===== src/rtl/async_rx_pkg.sv =====
package async_rx_pkg;

  typedef enum logic [2:0] {
    RX_IDLE,
    RX_START,
    RX_DATA,
    RX_EXTRA,
    RX_STOP
  } rxState_t;

  // Sampling strobes from the frame controller to the datapath
  typedef struct packed {
    logic takeData;
    logic takeExtra;
    logic takeStop;
  } rxStrobe_t;

endpackage


===== src/rtl/rx_frame_ctrl.sv =====
module rx_frame_ctrl
  import async_rx_pkg::*;
#(
  parameter int MAX_DATA_BITS = 9,
  parameter int CPB_W         = 16,
  parameter int LEN_W         = $clog2(MAX_DATA_BITS + 1)
) (
  input  logic             clk,
  input  logic             rstN,
  input  logic             rxEnable,
  input  logic             startEdge,
  input  logic [CPB_W-1:0] clksPerBit,
  input  logic [LEN_W-1:0] dataLen,
  input  logic             parityEn,
  input  logic             mpMode,
  output rxStrobe_t        strobe
);

  rxState_t         state;
  logic [CPB_W-1:0] cnt;
  logic [LEN_W-1:0] bitIdx;
  logic             tick;
  logic             lastBit;
  logic             wantExtra;

  assign tick      = (state != RX_IDLE) && (cnt == '0);
  assign lastBit   = (bitIdx == dataLen - LEN_W'(1));
  assign wantExtra = parityEn | mpMode;

  always_comb begin
    strobe           = '0;
    strobe.takeData  = tick && (state == RX_DATA);
    strobe.takeExtra = tick && (state == RX_EXTRA);
    strobe.takeStop  = tick && (state == RX_STOP);
  end

  always_ff @(posedge clk or negedge rstN) begin
    if (!rstN) begin
      state  <= RX_IDLE;
      cnt    <= '0;
      bitIdx <= '0;
    end else if (!rxEnable) begin
      state  <= RX_IDLE;
      cnt    <= '0;
      bitIdx <= '0;
    end else begin
      case (state)
        RX_IDLE: begin
          if (startEdge) begin
            // Restart bit timing at the edge: first sample lands mid start bit
            state <= RX_START;
            cnt   <= (clksPerBit >> 1) - CPB_W'(1);
          end
        end
        default: begin
          if (!tick) begin
            cnt <= cnt - CPB_W'(1);
          end else begin
            cnt <= clksPerBit - CPB_W'(1);
            case (state)
              RX_START: begin
                state  <= RX_DATA;
                bitIdx <= '0;
              end
              RX_DATA: begin
                if (lastBit) state <= wantExtra ? RX_EXTRA : RX_STOP;
                else         bitIdx <= bitIdx + LEN_W'(1);
              end
              RX_EXTRA: state <= RX_STOP;
              default:  state <= RX_IDLE;
            endcase
          end
        end
      endcase
    end
  end

  // disabling the receiver returns it to idle
  p_idle_when_disabled_r2: assert property (@(posedge clk) disable iff (!rstN)
    !rxEnable |=> (state == RX_IDLE));

  // no frame begins without a start edge from the filter
  p_edge_needed_r2: assert property (@(posedge clk) disable iff (!rstN)
    (state == RX_IDLE && !startEdge) |=> (state == RX_IDLE));

  // only the first stop bit is sampled, then the receiver is idle again
  p_one_stop_r4: assert property (@(posedge clk) disable iff (!rstN)
    strobe.takeStop |=> (state == RX_IDLE));

endmodule


===== src/rtl/rx_datapath.sv =====
module rx_datapath
  import async_rx_pkg::*;
#(
  parameter int MAX_DATA_BITS = 9,
  parameter int LEN_W         = $clog2(MAX_DATA_BITS + 1)
) (
  input  logic                     clk,
  input  logic                     rstN,
  input  logic                     serialIn,
  input  logic                     invertLine,
  input  logic [LEN_W-1:0]         dataLen,
  input  logic                     parityEn,
  input  logic                     parityOdd,
  input  logic                     msbFirst,
  input  logic                     mpMode,
  input  logic                     readStrobe,
  input  logic                     errClear,
  input  rxStrobe_t                strobe,
  output logic                     startEdge,
  output logic [MAX_DATA_BITS-1:0] rxData,
  output logic                     addrFlag,
  output logic                     dataFull,
  output logic                     parityErr,
  output logic                     framingErr,
  output logic                     overrunErr
);

  localparam int MB = MAX_DATA_BITS;

  logic [2:0]    samp;
  logic          filt;
  logic          lineLevel;
  logic          prevLevel;
  logic [MB-1:0] shiftReg;
  logic          extraBit;
  logic [LEN_W-1:0] shAmt;
  logic [MB-1:0] lenMask;
  logic [MB-1:0] assembled;
  logic          parityBad;
  logic          overrunNow;

  // Three-sample majority filter
  always_ff @(posedge clk or negedge rstN) begin
    if (!rstN) begin
      samp      <= '1;
      filt      <= 1'b1;
      prevLevel <= 1'b0;
    end else begin
      samp      <= {samp[1:0], serialIn};
      filt      <= (samp[0] & samp[1]) | (samp[0] & samp[2]) | (samp[1] & samp[2]);
      prevLevel <= lineLevel;
    end
  end

  assign lineLevel = filt ^ invertLine;
  assign startEdge = prevLevel & ~lineLevel;

  // Bit collection: one register serves both bit orders
  always_ff @(posedge clk or negedge rstN) begin
    if (!rstN) begin
      shiftReg <= '0;
      extraBit <= 1'b0;
    end else begin
      if (strobe.takeData) begin
        if (msbFirst) shiftReg <= {shiftReg[MB-2:0], lineLevel};
        else          shiftReg <= {lineLevel, shiftReg[MB-1:1]};
      end
      if (strobe.takeExtra) extraBit <= lineLevel;
    end
  end

  assign shAmt     = LEN_W'(MB) - dataLen;
  assign lenMask   = {MB{1'b1}} >> shAmt;
  assign assembled = msbFirst ? (shiftReg & lenMask) : (shiftReg >> shAmt);
  assign parityBad = parityEn && !mpMode && ((^assembled ^ extraBit) != parityOdd);
  assign overrunNow = dataFull && !readStrobe;

  // Word, flags and errors
  always_ff @(posedge clk or negedge rstN) begin
    if (!rstN) begin
      rxData     <= '0;
      addrFlag   <= 1'b0;
      dataFull   <= 1'b0;
      parityErr  <= 1'b0;
      framingErr <= 1'b0;
      overrunErr <= 1'b0;
    end else begin
      if (errClear) begin
        parityErr  <= 1'b0;
        framingErr <= 1'b0;
        overrunErr <= 1'b0;
      end
      if (strobe.takeStop) begin
        if (overrunNow) begin
          overrunErr <= 1'b1;
        end else begin
          rxData   <= assembled;
          addrFlag <= mpMode & extraBit;
          dataFull <= 1'b1;
          if (parityBad)  parityErr  <= 1'b1;
          if (!lineLevel) framingErr <= 1'b1;
        end
      end else if (readStrobe) begin
        dataFull <= 1'b0;
      end
    end
  end

  // a sampled stop bit leaves a full word behind
  p_full_on_stop_r4: assert property (@(posedge clk) disable iff (!rstN)
    strobe.takeStop |=> dataFull);

  // a read with no completing frame empties the word
  p_read_clears_r11: assert property (@(posedge clk) disable iff (!rstN)
    (readStrobe && !strobe.takeStop) |=> !dataFull);

  // overrun keeps the older word
  p_overrun_keeps_r10: assert property (@(posedge clk) disable iff (!rstN)
    (strobe.takeStop && dataFull && !readStrobe) |=> (overrunErr && $stable(rxData)));

  // multiprocessor frames never raise a parity error
  p_mp_no_parity_r7: assert property (@(posedge clk) disable iff (!rstN)
    (strobe.takeStop && mpMode && !parityErr) |=> !parityErr);

  // error flags hold until cleared
  p_sticky_r12: assert property (@(posedge clk) disable iff (!rstN)
    ((parityErr || framingErr || overrunErr) && !errClear)
      |=> (parityErr || framingErr || overrunErr));

  // filter output follows an input that has been steady for three clocks
  p_filter_settles_r1: assert property (@(posedge clk) disable iff (!rstN)
    (samp == 3'b000) |=> !filt);

endmodule


===== src/rtl/async_rx_majority.sv =====
module async_rx_majority
  import async_rx_pkg::*;
#(
  parameter int MAX_DATA_BITS = 9,
  parameter int CPB_W         = 16,
  parameter int LEN_W         = $clog2(MAX_DATA_BITS + 1)
) (
  input  logic                     clk,
  input  logic                     rstN,
  input  logic                     rxEnable,
  input  logic                     serialIn,
  input  logic [CPB_W-1:0]         clksPerBit,
  input  logic [LEN_W-1:0]         dataLen,
  input  logic                     parityEn,
  input  logic                     parityOdd,
  input  logic                     msbFirst,
  input  logic                     invertLine,
  input  logic                     mpMode,
  input  logic                     readStrobe,
  input  logic                     errClear,
  output logic [MAX_DATA_BITS-1:0] rxData,
  output logic                     addrFlag,
  output logic                     dataFull,
  output logic                     parityErr,
  output logic                     framingErr,
  output logic                     overrunErr
);

  rxStrobe_t strobe;
  logic      startEdge;

  rx_frame_ctrl #(
    .MAX_DATA_BITS(MAX_DATA_BITS),
    .CPB_W        (CPB_W),
    .LEN_W        (LEN_W)
  ) u_ctrl (
    .clk       (clk),
    .rstN      (rstN),
    .rxEnable  (rxEnable),
    .startEdge (startEdge),
    .clksPerBit(clksPerBit),
    .dataLen   (dataLen),
    .parityEn  (parityEn),
    .mpMode    (mpMode),
    .strobe    (strobe)
  );

  rx_datapath #(
    .MAX_DATA_BITS(MAX_DATA_BITS),
    .LEN_W        (LEN_W)
  ) u_dp (
    .clk       (clk),
    .rstN      (rstN),
    .serialIn  (serialIn),
    .invertLine(invertLine),
    .dataLen   (dataLen),
    .parityEn  (parityEn),
    .parityOdd (parityOdd),
    .msbFirst  (msbFirst),
    .mpMode    (mpMode),
    .readStrobe(readStrobe),
    .errClear  (errClear),
    .strobe    (strobe),
    .startEdge (startEdge),
    .rxData    (rxData),
    .addrFlag  (addrFlag),
    .dataFull  (dataFull),
    .parityErr (parityErr),
    .framingErr(framingErr),
    .overrunErr(overrunErr)
  );

endmodule


===== config.mk =====
export PLATFORM = sky130hd
export DESIGN_NAME = async_rx_majority
export DESIGN_NICKNAME = d
export VERILOG_FILES = /design/src/rtl/async_rx_pkg.sv /design/src/rtl/rx_frame_ctrl.sv /design/src/rtl/rx_datapath.sv /design/src/rtl/async_rx_majority.sv
export SDC_FILE = /design/constraint.sdc
export NUM_CORES = 1
export LEC_CHECK = 0
export BUFFER_PORTS_ARGS = -buffer_cell sky130_fd_sc_hd__buf_2
export CORE_ASPECT_RATIO = 0.8
export CORE_MARGIN = 4
export CORE_UTILIZATION = 45
export DETAILED_ROUTE_END_ITERATION = 16
export PLACE_DENSITY = 0.6
export SLEW_MARGIN = 20
export SYNTH_ARGS = -nofsm -noshare
export SYNTH_HDL_FRONTEND = slang
export SYNTH_SLANG_ARGS = --single-unit

===== constraint.sdc =====
create_clock -name clk -period 3.8 [get_ports clk]
set_clock_uncertainty 0.05 [all_clocks]
set_input_delay 0.57 -clock clk [delete_from_list [all_inputs] [get_ports clk]]
set_output_delay 0.57 -clock clk [all_outputs]
set_load 0.1 [all_outputs]

==> reports/metrics.yaml <==
cells_and_area:
  fin_nets: 483
  nFillCells: 709
  final_cell_count_no_fill: 550
  regArea_sq_um: 1306
  drive_above_1_share: 0.2022
  syn_to_final_growth_pct: 11.61
  multi_input_area_sq_um: 2165
  insertedDiodeCount: 0
synthesis:
  yosysTopAreaCell: "dfrtp_1"
  synth_area_sq_um: 3620
  synthesis.instances: 407
  syn_avg_cell_area_sq_um: 8.894
  syn_nets: 446
  synth_cell_types: 63
  yosysSeqAreaShare: 0.3609
  synth_top_flop_cell: "dfrtp_1"
  ys_top_cells_by_count: "48 x dfrtp_1, 37 x nand2_1, 36 x nor2_1"
  synth_edf_count: 0
  yosys_warnings: 0
  synth_most_common_cell: "dfrtp_1"
  synthArstFlopShare: 1.000
  ys_seq_elements: 52
  synth_top_area_frac: 0.3318
  synth_area_leaders: "dfrtp_1 33%, o21ai_0 4.6%, a21oi_1 4.1%"
timing:
  max_slew_margin: 0.3710
  rsz0062_at_grt: "no"
  tns_ns: 0
  drv_slew: 0
  hold_violations: 0
  timing.final.crit_share: 0.8351
  period_minus_slack_ns: 3.173
  worst_slew_pin_slew_ns: 0.9384
  fmax_mhz: 315.1
  finalSetupViolCount: 0
die:
  die_w_um: 108.3
  initial_core_util: 0.4761
  io_pins: 45
  core_area_sq_um: 7602
  die_area_sq_um: 9552
  die-height_um: 88.22
  rows: 28
drt:
  num_vias: 3297
  drtIter0Drc: 214
  wl_per_cell_um: 16.95
  drcViolationCount: 0
  routed_wl_um: 9321
  ant_nets: 0
  drtPass1Iterations: 4
  viasPerCell: 5.995
clock_tree:
  numCtsBuffers: 5
  root_buffer: "clkbuf_8"
  cts_tree: "done"
  postCtsResizedCells: 0
  clock_sink_count: 52
  post-cts-setup-buffers: 0
  clk_pin_slew_ns: 0.11
  clockBufferDepth: 2
  insertion_delay_ns: 0.32
  postCtsHoldBufs: 0
  htree_levels: 2
power_and_ir_drop:
  internal-power_w: 0.001284
  clkPwrFrac: 0.141
  switchingPower_w: 0.001108
  sw_frac_of_total: 0.4633
  power_frac_comb: 0.528
  power.leakage_nw: 1.735
  pwr-share-seq: 0.330
  power.density_nw_per_um2: 592.2
  ir_drop_uv: 289.6
global_routing:
  grt_max_degree: 31
  grt_remaining_overflow: 0
  grt_pass1_wl_um: 15390
  grt_busiest_layer: "met1"
  antenna_found_initial: 0
  grt_usage: 0.2035
  met1_usage: 0.3263
  use_met2: 0.2839
  grt_pass1_vias: 2988
  met3_usage: 0.03355
critical_path:
  worstPathArrival_ns: 3.38
  required_ns: 4.00
  worstSetupPathType: "reg2reg"
  end_kind: "flip-flop"
  start_kind: "flip-flop"
  path_max_fanout: 15
placed_design:
  place.gp.congestion: 0.8723
  dp_hpwl_um: 6880
  portBuffers: 44
  dp_cells: 542
run:
  drv_cap: 0
hold_path:
  hold_path.class: "in2async"
status:
  status: "completed"
[per-stage QoR]
step                      area [sq um]    util  hold slack [ns]  total power [W]  setup slack (ns)
after floorplan                   3620       -           0.2244         0.001715            0.7068
after global placement            3950  0.5196           0.3076         0.002016            0.5814
after detailed placement          3950  0.5196           0.3136         0.002034            0.4748
after CTS                         4040  0.5314           0.2663         0.002376            0.6615
after global routing              4040  0.5314           0.2783         0.002574            0.3107
final                             4040  0.5314           0.2401         0.002393            0.6268
[logic make-up after synthesis]
logic type | Yosys count | share of synthesized area
flops | 52 | 0.3609
mux | 28 | 0.1016
simple gates | 138 | 0.1884
buf+inv | 39 | 0.04286
compound gates | 120 | 0.2174
fa+ha+maj | 9 | 0.03042
xor+xnor | 21 | 0.05842
[per-layer routing]
metal / vias up / part of all wire
li1: 1581 / -
met1: 1593 / 0.52
met2: 114 / 0.40
met3: 9 / 0.070
met4: 0 / 0.0094
met5: - / 0
[state kept, by name, summed over array words and instances, names as in the netlist]
name and cells:
u_ctrl.state 3, u_dp.parityErr 1, u_dp.addrFlag 1, u_dp.overrunErr 1
u_dp.extraBit 1, u_dp.samp 3, u_dp.prevLevel 1, u_ctrl.bitIdx 4
u_dp.framingErr 1, u_ctrl.cnt 16, u_dp.shiftReg 9, u_dp.rxData 9
u_dp.filt 1, u_dp.dataFull 1
[cell usage in the layout, fill, tap and decap left out, types with 10 or more instances in the layout]
cell and instances:
a21oi_1 30, buf_2 44, dfrtp_1 48, inv_1 15
mux2_2 10, mux2i_1 12, nand2_1 37, nand3_1 13
nor2_1 36, o21ai_0 33, xnor2_1 13
[power groups by stage]
stage | registers (W) | clock network (W) | logic, W
global route | 0.000806 | 0.000371 | 0.00140
floorplan | 0.000772 | 0 | 0.000943
global placement | 0.000792 | 0 | 0.00122
CTS | 0.000783 | 0.000345 | 0.00125
finish | 0.000790 | 0.000338 | 0.00126
detailed placement | 0.000794 | 0 | 0.00124
[area by class of cell]
cell class	instances	area share
multi-input cells	316	0.5358
flip-flops and latches	52	0.3233
repair buffers	53	0.07123
well taps	105	0.03252
clock buffers	5	0.01703
inverters	16	0.01487
clock inverters	3	0.005265
[critical path, stage by stage (launching register included)]
cell	delay, ns
dfrtp_1	0.51
nor3_2	0.82
nor2_1	0.10
a21oi_1	0.20
ha_1	0.21
o311a_1	0.30
nand3_1	0.24
or4_1	0.56
nand3_1	0.10
[final timing paths]
kind	start	end	slack (ns)	depth (start not counted)
max	u_ctrl.state[0]$_DFFE_PN0P_	u_ctrl.cnt[12]$_DFFE_PN0P_	0.63	8
min	rstN	u_ctrl.cnt[3]$_DFFE_PN0P_	0.24	1
max reg2reg	u_ctrl.state[0]$_DFFE_PN0P_	u_ctrl.cnt[12]$_DFFE_PN0P_	0.63	8
min reg2reg	u_dp.samp[1]$_DFF_PN1_	u_dp.samp[2]$_DFF_PN1_	0.33	0
max in group asynchronous	rstN	u_dp.filt$_DFF_PN1_	2.64	2
min in group clk	serialIn	u_dp.samp[0]$_DFF_PN1_	0.29	1
No activity file was read; power rests on OpenSTA's default activity.
